### src/rtl/irq_pkg.sv
`timescale 1ns/1ps
package irq_pkg;
    localparam int NSRC = 3;

    typedef enum logic [1:0] {GE_OFF, GE_ARMED, GE_ON} ge_state_e;
    typedef enum logic {CTL_RUN, CTL_ISR} ctl_state_e;

    // offset of each source's entry inside the vector page
    function automatic logic [2:0] vec_offset(input logic [1:0] idx);
        case (idx)
            2'd0:    return 3'd0;
            2'd1:    return 3'd4;
            default: return 3'd6;
        endcase
    endfunction
endpackage

### src/rtl/irq_req_flags.sv
`timescale 1ns/1ps
module irq_req_flags #(
    parameter int NSRC = 3
) (
    input  logic            clk,
    input  logic            rst_n,
    input  logic            pin_in,
    input  logic            edge_sel,
    input  logic            tmr1_uf,
    input  logic            tmr2_uf,
    input  logic [NSRC-1:0] clr_sw,
    input  logic [NSRC-1:0] clr_take,
    output logic [NSRC-1:0] pend
);
    logic            pin_q;
    logic            pin_evt;
    logic [NSRC-1:0] set_vec;

    always_ff @(posedge clk or negedge rst_n) begin
        if (!rst_n) pin_q <= 1'b0;
        else        pin_q <= pin_in;
    end

    always_comb begin
        pin_evt = edge_sel ? (pin_q & ~pin_in) : (~pin_q & pin_in);
        set_vec = '0;
        set_vec[0] = pin_evt;
        set_vec[1] = tmr1_uf;
        set_vec[2] = tmr2_uf;
    end

    for (genvar g = 0; g < NSRC; g++) begin : g_flag
        always_ff @(posedge clk or negedge rst_n) begin
            if (!rst_n)                          pend[g] <= 1'b0;
            else if (set_vec[g])                 pend[g] <= 1'b1;
            else if (clr_sw[g] || clr_take[g])   pend[g] <= 1'b0;
        end
    end
endmodule

### src/rtl/irq_gie_fsm.sv
`timescale 1ns/1ps
module irq_gie_fsm
    import irq_pkg::*;
(
    input  logic clk,
    input  logic rst_n,
    input  logic ei_stb,
    input  logic di_stb,
    input  logic instr_done,
    input  logic take,
    output logic gie
);
    ge_state_e state_q, state_d;

    always_ff @(posedge clk or negedge rst_n) begin
        if (!rst_n) state_q <= GE_OFF;
        else        state_q <= state_d;
    end

    always_comb begin
        state_d = state_q;
        unique case (state_q)
            GE_OFF:   if (ei_stb) state_d = GE_ARMED;
            GE_ARMED: if (!ei_stb && instr_done) state_d = GE_ON;
            GE_ON:    state_d = GE_ON;
            default:  state_d = GE_OFF;
        endcase
        if (take || di_stb) state_d = GE_OFF;
    end

    always_comb begin
        gie = (state_q == GE_ON);
    end
endmodule

### src/rtl/irq_ctx_store.sv
`timescale 1ns/1ps
module irq_ctx_store #(
    parameter int PC_W  = 14,
    parameter int CTX_W = 16
) (
    input  logic             clk,
    input  logic             rst_n,
    input  logic             save,
    input  logic [PC_W-1:0]  pc_in,
    input  logic [CTX_W-1:0] ctx_in,
    output logic [PC_W-1:0]  ret_addr,
    output logic [CTX_W-1:0] ctx_held
);
    always_ff @(posedge clk or negedge rst_n) begin
        if (!rst_n) begin
            ret_addr <= '0;
            ctx_held <= '0;
        end else if (save) begin
            ret_addr <= pc_in;
            ctx_held <= ctx_in;
        end
    end
endmodule

### src/rtl/irq_vector_unit.sv
`timescale 1ns/1ps
module irq_vector_unit
    import irq_pkg::*;
#(
    parameter int PC_W   = 14,
    parameter int PAGE_W = 7,
    parameter int DP_W   = 6,
    parameter int REG_W  = 4,
    localparam int CTX_W = DP_W + 2 + 2 * REG_W
) (
    input  logic             clk,
    input  logic             rst_n,
    input  logic             pin_in,
    input  logic             edge_sel,
    input  logic             tmr1_uf,
    input  logic             tmr2_uf,
    input  logic [2:0]       src_en,
    input  logic [2:0]       clr_req,
    input  logic             ei_stb,
    input  logic             di_stb,
    input  logic             rti_stb,
    input  logic             instr_done,
    input  logic [PC_W-1:0]  cur_pc,
    input  logic [CTX_W-1:0] ctx_in,
    output logic             take_irq,
    output logic [PC_W-1:0]  vec_addr,
    output logic [PC_W-1:0]  ret_addr,
    output logic [CTX_W-1:0] ctx_out,
    output logic             ctx_restore,
    output logic             gie,
    output logic [2:0]       pend,
    output logic             in_isr
);
    localparam logic [PC_W-1:0] PAGE_BASE = PC_W'(1) << PAGE_W;

    ctl_state_e      ctl_q, ctl_d;
    logic [1:0]      win_idx;
    logic            win_any;
    logic [NSRC-1:0] clr_take;

    irq_req_flags #(.NSRC(NSRC)) u_flags (
        .clk(clk), .rst_n(rst_n), .pin_in(pin_in), .edge_sel(edge_sel),
        .tmr1_uf(tmr1_uf), .tmr2_uf(tmr2_uf), .clr_sw(clr_req),
        .clr_take(clr_take), .pend(pend)
    );

    irq_gie_fsm u_gie (
        .clk(clk), .rst_n(rst_n), .ei_stb(ei_stb), .di_stb(di_stb),
        .instr_done(instr_done), .take(take_irq), .gie(gie)
    );

    irq_ctx_store #(.PC_W(PC_W), .CTX_W(CTX_W)) u_ctx (
        .clk(clk), .rst_n(rst_n), .save(take_irq), .pc_in(cur_pc),
        .ctx_in(ctx_in), .ret_addr(ret_addr), .ctx_held(ctx_out)
    );

    // fixed priority: lowest index wins
    always_comb begin
        win_idx = 2'd0;
        win_any = 1'b0;
        for (int i = NSRC - 1; i >= 0; i--) begin
            if (pend[i] && src_en[i]) begin
                win_idx = 2'(i);
                win_any = 1'b1;
            end
        end
    end

    always_ff @(posedge clk or negedge rst_n) begin
        if (!rst_n) ctl_q <= CTL_RUN;
        else        ctl_q <= ctl_d;
    end

    always_comb begin
        ctl_d = ctl_q;
        unique case (ctl_q)
            CTL_RUN: if (take_irq) ctl_d = CTL_ISR;
            CTL_ISR: if (rti_stb)  ctl_d = CTL_RUN;
            default: ctl_d = CTL_RUN;
        endcase
    end

    always_comb begin
        in_isr      = (ctl_q == CTL_ISR);
        take_irq    = (ctl_q == CTL_RUN) && instr_done && gie && win_any;
        vec_addr    = PAGE_BASE | PC_W'(vec_offset(win_idx));
        ctx_restore = (ctl_q == CTL_ISR) && rti_stb;
        clr_take    = '0;
        if (take_irq) clr_take[win_idx] = 1'b1;
    end
endmodule

### config.mk
export PLATFORM = sky130hd
export DESIGN_NAME = irq_vector_unit
export DESIGN_NICKNAME = d
export VERILOG_FILES = /design/src/rtl/irq_pkg.sv /design/src/rtl/irq_req_flags.sv /design/src/rtl/irq_gie_fsm.sv /design/src/rtl/irq_ctx_store.sv /design/src/rtl/irq_vector_unit.sv
export SDC_FILE = /design/constraint.sdc
export NUM_CORES = 1
export LEC_CHECK = 0
export BUFFER_PORTS_ARGS = -buffer_cell sky130_fd_sc_hd__buf_2
export CELL_PAD_IN_SITES_DETAIL_PLACEMENT = 1
export CELL_PAD_IN_SITES_GLOBAL_PLACEMENT = 1
export CORE_AREA = 5 5 69 102
export DETAILED_ROUTE_END_ITERATION = 12
export DIE_AREA = 0 0 74 107
export PLACE_DENSITY = 0.69
export SLEW_MARGIN = 20
export SYNTH_ARGS = -nofsm -noshare
export SYNTH_HDL_FRONTEND = slang
export SYNTH_SLANG_ARGS = --single-unit
### constraint.sdc
create_clock -name clk -period 1.5 [get_ports clk]
set_input_delay 0.075 -clock clk [delete_from_list [all_inputs] [get_ports clk]]
set_output_delay 0.075 -clock clk [all_outputs]
set_load 0.01 [all_outputs]
==> results of run 1 <==
## layout make-up
type	count	area share (%)
clock buffers	7	3.33
clock inverters	1	1.16
inverters	6	0.868
multi-input cells	73	30.8
flip-flops and latches	37	35.7
well taps	74	3.57
repair buffers	104	24.6
## final timing paths
| kind | endpoint | slack (ns) |
|---|---|---|
| max | u_ctx.ctx_held[0]$_DFFE_PN0P_ | -0.09 |
| min | u_ctx.ctx_held[7]$_DFFE_PN0P_ | 0.02 |
| max reg2reg | u_ctx.ctx_held[0]$_DFFE_PN0P_ | -0.09 |
| min reg2reg | u_ctx.ret_addr[1]$_DFFE_PN0P_ | 0.51 |
| max in group asynchronous | u_ctx.ctx_held[9]$_DFFE_PN0P_ | 0.80 |
| min in group asynchronous | u_ctx.ret_addr[7]$_DFFE_PN0P_ | 0.37 |
## sequential cells by signal (all words and copies together) (netlist names)
| name | flops |
|---|---|
| u_flags.pend | 3 |
| u_gie.state_q | 2 |
| u_ctx.ctx_held | 16 |
| in_isr | 1 |
| u_flags.pin_q | 1 |
| u_ctx.ret_addr | 14 |
## routing by layer
metal / vias to the layer above / routed length (um) / GRT usage (%)
li1: 607 / - / -
met1: 634 / 1800 / 13.6
met2: 67 / 2450 / 20.4
met3: 12 / 379 / 3.10
met4: 0 / 111 / 4.15
met5: - / 0 / 0
## worst reg2reg max path, delay by kind of cell, from the launching register on
kind / cells / cell delay (ns)
adder cells (fa/ha/maj): 1 / 0.12
AND/OR/NAND/NOR: 2 / 0.36
multiplexers: 1 / 0.32
buffers and inverters: 2 / 0.29
flip-flops: 1 / 0.39
## placed cells by master, fill, tap and decap left out, types with 3 or more instances in the layout
cell type and instances:
mux2_4 30, buf_12 3, dfrtp_1 37, buf_6 3, clkbuf_8 6, buf_2 83
dlygate4sd3_1 6, conb_1 12, a21oi_1 3, buf_4 9, inv_1 5
## metrics by stage
stage	instances	util, %
detailed placement	284	37.8
finish	302	42.6
CTS	301	41.6
global placement	284	37.8
global route	302	42.6
floorplan	131	-
## cell usage after synthesis (2+ instances only)
master	instances	area share, %
buf_4	12	5.1
buf_6	3	1.9
a21oi_1	3	0.85
dfrtp_1	37	53
ha_1	3	2.1
mux2_4	27	23
nor2_1	2	0.43
a22oi_1	2	0.85
inv_1	6	1.3
conb_1	2	0.43
nand2_1	2	0.43
mux2_2	3	1.9
## repair_timing
action / CTS / global route
pin swaps: 3 / 4
setup buffers: 3 / 3
endpoints found under the setup margin: 31 / 37
hold endpoints to repair: 43 / 0
hold buffers: 6 / 0
gates resized for setup: 7 / 10
## cell families (layout without fill, tap and decap cells)
family,after synthesis,after routing,synth area share (%)
multiplexers,30,30,25.0
buffers and inverters,21,118,8.33
adder cells (fa/ha/maj),3,3,2.14
flip-flops,37,37,52.7
AO/OA/AOI/OAI,14,14,6.41
AND/OR/NAND/NOR,14,14,4.99
other,2,12,0.428
## report_power, final
group / internal, mW / switching (mW) / leakage, nW
registers: 1.44 / 0.243 / 0.448
clock network: 0.542 / 0.344 / 0.0585
logic: 1.20 / 0.862 / 0.819
total: 3.18 / 1.45 / 1.33
==> flow_summary.json, run 1 <==
{
  "ys_types": 31,
  "whs_ns": 0.0180,
  "total_leakage_power_nw": 1.33,
  "port_buffers": 84,
  "setup_viol": 32,
  "cts_root_buf": "clkbuf_8",
  "pre_cts_ws_ns": -0.195,
  "rows": 35,
  "setup.worst_path.start": "u_gie.state_q[0]$_DFFE_PN0P_",
  "crit_buf_inv": 2,
  "area_growth_pct": 47.6,
  "wl_per_cell_um": 15.7,
  "rsz0062_at_grt": "yes",
  "synthArstFlopShare_pct": 100,
  "clk_pin_slew_ns": 0.07,
  "synth-seq-cells": 37,
  "worst_ep_required_time_ns": 1.67,
  "fill_cells": 659,
  "p_total_mw": 4.63,
  "drt_iter0_markers": 37,
  "dpl.hpwl_mm": 3.48,
  "r2r-start": "u_gie.state_q[0]$_DFFE_PN0P_",
  "multi_input_area_um2": 800,
  "final_cell_area_um2": 2590,
  "vias": 1320,
  "clock-sinks": 37,
  "synth-seq-area-share_pct": 52.7,
  "cp_num_cells": 6,
  "clock.fmax_mhz": 627,
  "grt_antenna_before_repair": 0,
  "skew_ns": 0.00368,
  "arrival_ns": 1.76,
  "vias_per_cell": 4.37,
  "grt-ovfl-total": 0,
  "cts_buffers": 5,
  "ir_worst_vdd_uv": 529,
  "drt_wl_total_mm": 4.74,
  "antennaDiodeCount": 0,
  "clockBufferDepth": 2,
  "tns_ns": -2.10,
  "initial_core_util_pct": 28.9,
  "die_h_um": 107,
  "r2r_cells": 6,
  "cp_slowest_stage_delay_ns": 0.39,
  "drive_gt1_share_pct": 64.0,
  "power_density_nw_per_um2": 1780,
  "seqCellArea_um2": 926,
  "grt_pass1_wl_mm": 7.23,
  "hold_start": "ctx_in[7]",
  "grt_pass1_vias": 1474,
  "min_period_over_period_pct": 106,
  "drv_cap": 0,
  "syn_inst": 121,
  "fin_crit_ns": 1.59,
  "first_pass_iters": 4,
  "hold_viol_final": 0,
  "gp_congestion": 0.785,
  "syn_avg_cell_area_um2": 14.5,
  "grt_max_degree": 38,
  "violations": "setup timing",
  "slowest_stage": "dfrtp_1",
  "synth_area_um2": 1760,
  "hp-class": "in2reg",
  "end_kind": "register",
  "holdPathStages": 2,
  "critical_path_class": "reg2reg",
  "crit_family": "flip-flops",
  "layout_setup_ws_ns": -0.0944,
  "drv_slew": 0,
  "yosys_warnings": 0,
  "crit_chain": "inv_2 -> ha_4 -> nand3b_1 -> nor2_4 -> buf_12 -> mux2_4",
  "nets": 276,
  "drc_errors": 0,
  "cts.htree.levels": 2,
  "clk_latency_ns": 0.28,
  "die_w_um": 74,
  "status": "complete, but fails checks",
  "place_area_um2": 2300,
  "die_area_um2": 7920,
  "ys.flop_type": "dfrtp_1",
  "pin_count": 97,
  "critPathLaunchType": "register",
  "cts_tree": "built",
  "drtAntennaViolNets": 0,
  "worstPathMaxFanout": 15,
  "synth_enable_flop_cells": 0,
  "core_um2": 6090,
  "track_usage_pct": 11.8
}
(Power assumes the default switching activity.)
==> run 2, diff against run 1 <==
SYNTH_HIERARCHICAL = 1   (was not set)
==> flow_summary.json, run 2 <==
{
  "status": "complete, but fails checks",
  "violations": "setup timing",
  "clockBufferDepth": 2,
  "whs_ns": 0.0131,
  "clock-sinks": 37,
  "r2r-end": "u_ctx/ctx_held[15]$_DFFE_PN0P_",
  "wl_per_cell_um": 15.4,
  "layout_setup_ws_ns": -0.125,
  "drt_iter0_markers": 27,
  "arrival_ns": 1.80,
  "cts_buffers": 5,
  "grt_antenna_before_repair": 0,
  "use_met2_pct": 22.3,
  "synth_area_um2": 1760,
  "critPathLaunchType": "register",
  "drt_wl_total_mm": 4.84,
  "synth-seq-cells": 37,
  "grt_pass1_wl_mm": 7.47,
  "drive_gt1_share_pct": 63.9,
  "seq_power_share_pct": 38.3,
  "swShare_pct": 32.5,
  "gp_congestion": 0.773,
  "largest_reg_flops": 16,
  "ys.flop_type": "dfrtp_1",
  "cts_root_buf": "clkbuf_8",
  "drtAntennaViolNets": 0,
  "power_density_nw_per_um2": 1690,
  "largest-register": "u_ctx/ctx_held",
  "rsz0062_at_grt": "yes",
  "ys_types": 24,
  "hp-class": "in2reg",
  "met1_usage_pct": 13.4,
  "die_h_um": 107,
  "antennaDiodeCount": 0,
  "grt_pass1_vias": 1547,
  "area_growth_pct": 49.1,
  "synth_enable_flop_cells": 0,
  "synth-seq-area-share_pct": 52.6,
  "vias_per_cell": 4.28,
  "synth.area.top_cells": "dfrtp_1 53%, mux2_4 26%, buf_4 5.1%",
  "skew_ns": 0.00442,
  "final_cell_mix": "84 x buf_2, 37 x dfrtp_1, 30 x mux2_4",
  "total_leakage_power_nw": 1.38,
  "final_cell_area_um2": 2630,
  "core_um2": 6090,
  "r2r_slack_ns": -0.13,
  "nets": 290,
  "grt_busiest_layer": "met2",
  "holdPathStages": 2,
  "power.internal_mw": 3.00,
  "track_usage_pct": 12.4,
  "cts.htree.levels": 2,
  "clock.fmax_mhz": 615,
  "drc_errors": 0,
  "vias": 1348,
  "synth.most_common_cell": "dfrtp_1",
  "final_common_cell": "buf_2",
  "cts_tree": "built",
  "critical_path_class": "reg2reg",
  "synthTopCellsByCount": "37 x dfrtp_1, 30 x mux2_4, 12 x buf_4",
  "pin_count": 97,
  "setup_viol": 32,
  "yosysTopAreaCellShare_pct": 52.6,
  "clkPwrFrac_pct": 15.4,
  "syn_avg_cell_area_um2": 14.3,
  "clk_pin_slew_ns": 0.08,
  "worstPathMaxFanout": 3,
  "ir_worst_vdd_uv": 735,
  "initial_core_util_pct": 28.9,
  "fin_crit_ns": 1.63,
  "first_pass_iters": 4,
  "die_w_um": 74,
  "synth_area_leader_cell": "dfrtp_1",
  "rows": 35,
  "end_kind": "register",
  "top_regs": "u_ctx/ctx_held: 16 flops, u_ctx/ret_addr: 14 flops, u_flags/pend: 3 flops",
  "combinationalPowerShare_pct": 46.3,
  "dpl.hpwl_mm": 3.70,
  "place_area_um2": 2350,
  "fin_cells": 315,
  "whs_endpoint": "u_ctx/ret_addr[9]$_DFFE_PN0P_",
  "syn_inst": 123,
  "switchingPower_mw": 1.45,
  "worst_ep_required_time_ns": 1.67,
  "gr-usage-met3_pct": 3.10,
  "yosys_warnings": 6,
  "place_inst": 291,
  "synthArstFlopShare_pct": 100,
  "die_area_um2": 7920,
  "grt-ovfl-total": 0,
  "hold_start": "cur_pc[9]",
  "r2r-start": "u_flags/pend[2]$_DFFE_PN0P_",
  "tns_ns": -2.31,
  "drv_cap": 0,
  "r2r_cells": 6,
  "clk_latency_ns": 0.29,
  "min_period_over_period_pct": 108,
  "grt_max_degree": 18,
  "finish.utilization_pct": 43.1,
  "hold_viol_final": 0,
  "port_buffers": 84,
  "drv_slew": 0
}
## run 2: routing by layer
layer | up-vias | part of all wire [%]
li1 | 626 | -
met1 | 649 | 37
met2 | 65 | 53
met3 | 8 | 8.1
met4 | 0 | 1.9
met5 | - | 0
## run 2: through the flow
stage          power (mW)  setup slack, ns
2_1_floorplan        2.88           -0.163
3_3_place_gp         3.60          -0.0191
3_5_place_dp         3.68          -0.0676
4_1_cts              4.50           -0.117
5_1_grt              4.73           -0.202
6_report             4.45           -0.125
## run 2: what timing repair did
item | CTS | global route
resized for setup | 3 | 5
setup endpoints to repair | 33 | 36
endpoints found under the hold margin | 22 | 0
setup buffers | 8 | 1
hold buffers | 8 | 0
pin swaps | 3 | 4
## run 2: worst max-delay path by stage
stage,cells after the start,slack [ns],from,to
global placement,5,-0.02,u_flags/pend[1]$_DFFE_PN0P_,u_ctx/ret_addr[5]$_DFFE_PN0P_
finish,6,-0.13,u_flags/pend[2]$_DFFE_PN0P_,u_ctx/ctx_held[15]$_DFFE_PN0P_
CTS,6,-0.12,u_flags/pend[2]$_DFFE_PN0P_,u_ctx/ctx_held[14]$_DFFE_PN0P_
detailed placement,6,-0.07,u_gie/state_q[0]$_DFFE_PN0P_,u_ctx/ctx_held[12]$_DFFE_PN0P_
global route,7,-0.20,u_gie/state_q[0]$_DFFE_PN0P_,u_ctx/ctx_held[14]$_DFFE_PN0P_
floorplan,4,-0.16,u_flags/pend[1]$_DFFE_PN0P_,u_ctx/ctx_held[0]$_DFFE_PN0P_
## run 2: cell families (layout without fill, tap and decap cells)
kind of cell | count (synthesis) | count (layout) | synth area share, %
adders and majority gates | 4 | 4 | 2.84
AOI/OAI and AO/OA | 8 | 8 | 3.62
other | 2 | 12 | 0.426
and+or+nand+nor | 22 | 22 | 6.18
buffers and inverters | 18 | 126 | 7.67
muxes | 32 | 32 | 26.7
DFF | 37 | 37 | 52.6
## run 2: cell type report
class,instances,area (um^2)
clock buffers,5,68.8
clock inverters,3,17.5
fillers,684,3460
inverters,3,11.3
multi-input cells,78,787
flip-flops and latches,37,926
well taps,74,92.6
repair buffers,115,723
## run 2: power groups by stage
stage | clock (mW) | combinational, mW | sequential, mW
floorplan | 0 | 0.968 | 1.91
global placement | 0 | 1.90 | 1.70
detailed placement | 0 | 1.96 | 1.72
CTS | 0.718 | 2.07 | 1.71
global route | 0.766 | 2.20 | 1.76
finish | 0.685 | 2.06 | 1.70
## run 2: worst max-delay path, cell delays in order, from the launching register on
cell      delay, ns
dfrtp_1        0.38
a222oi_1       0.32
buf_4          0.19
nor2_4         0.05
buf_4          0.15
buf_4          0.14
mux2_4         0.28
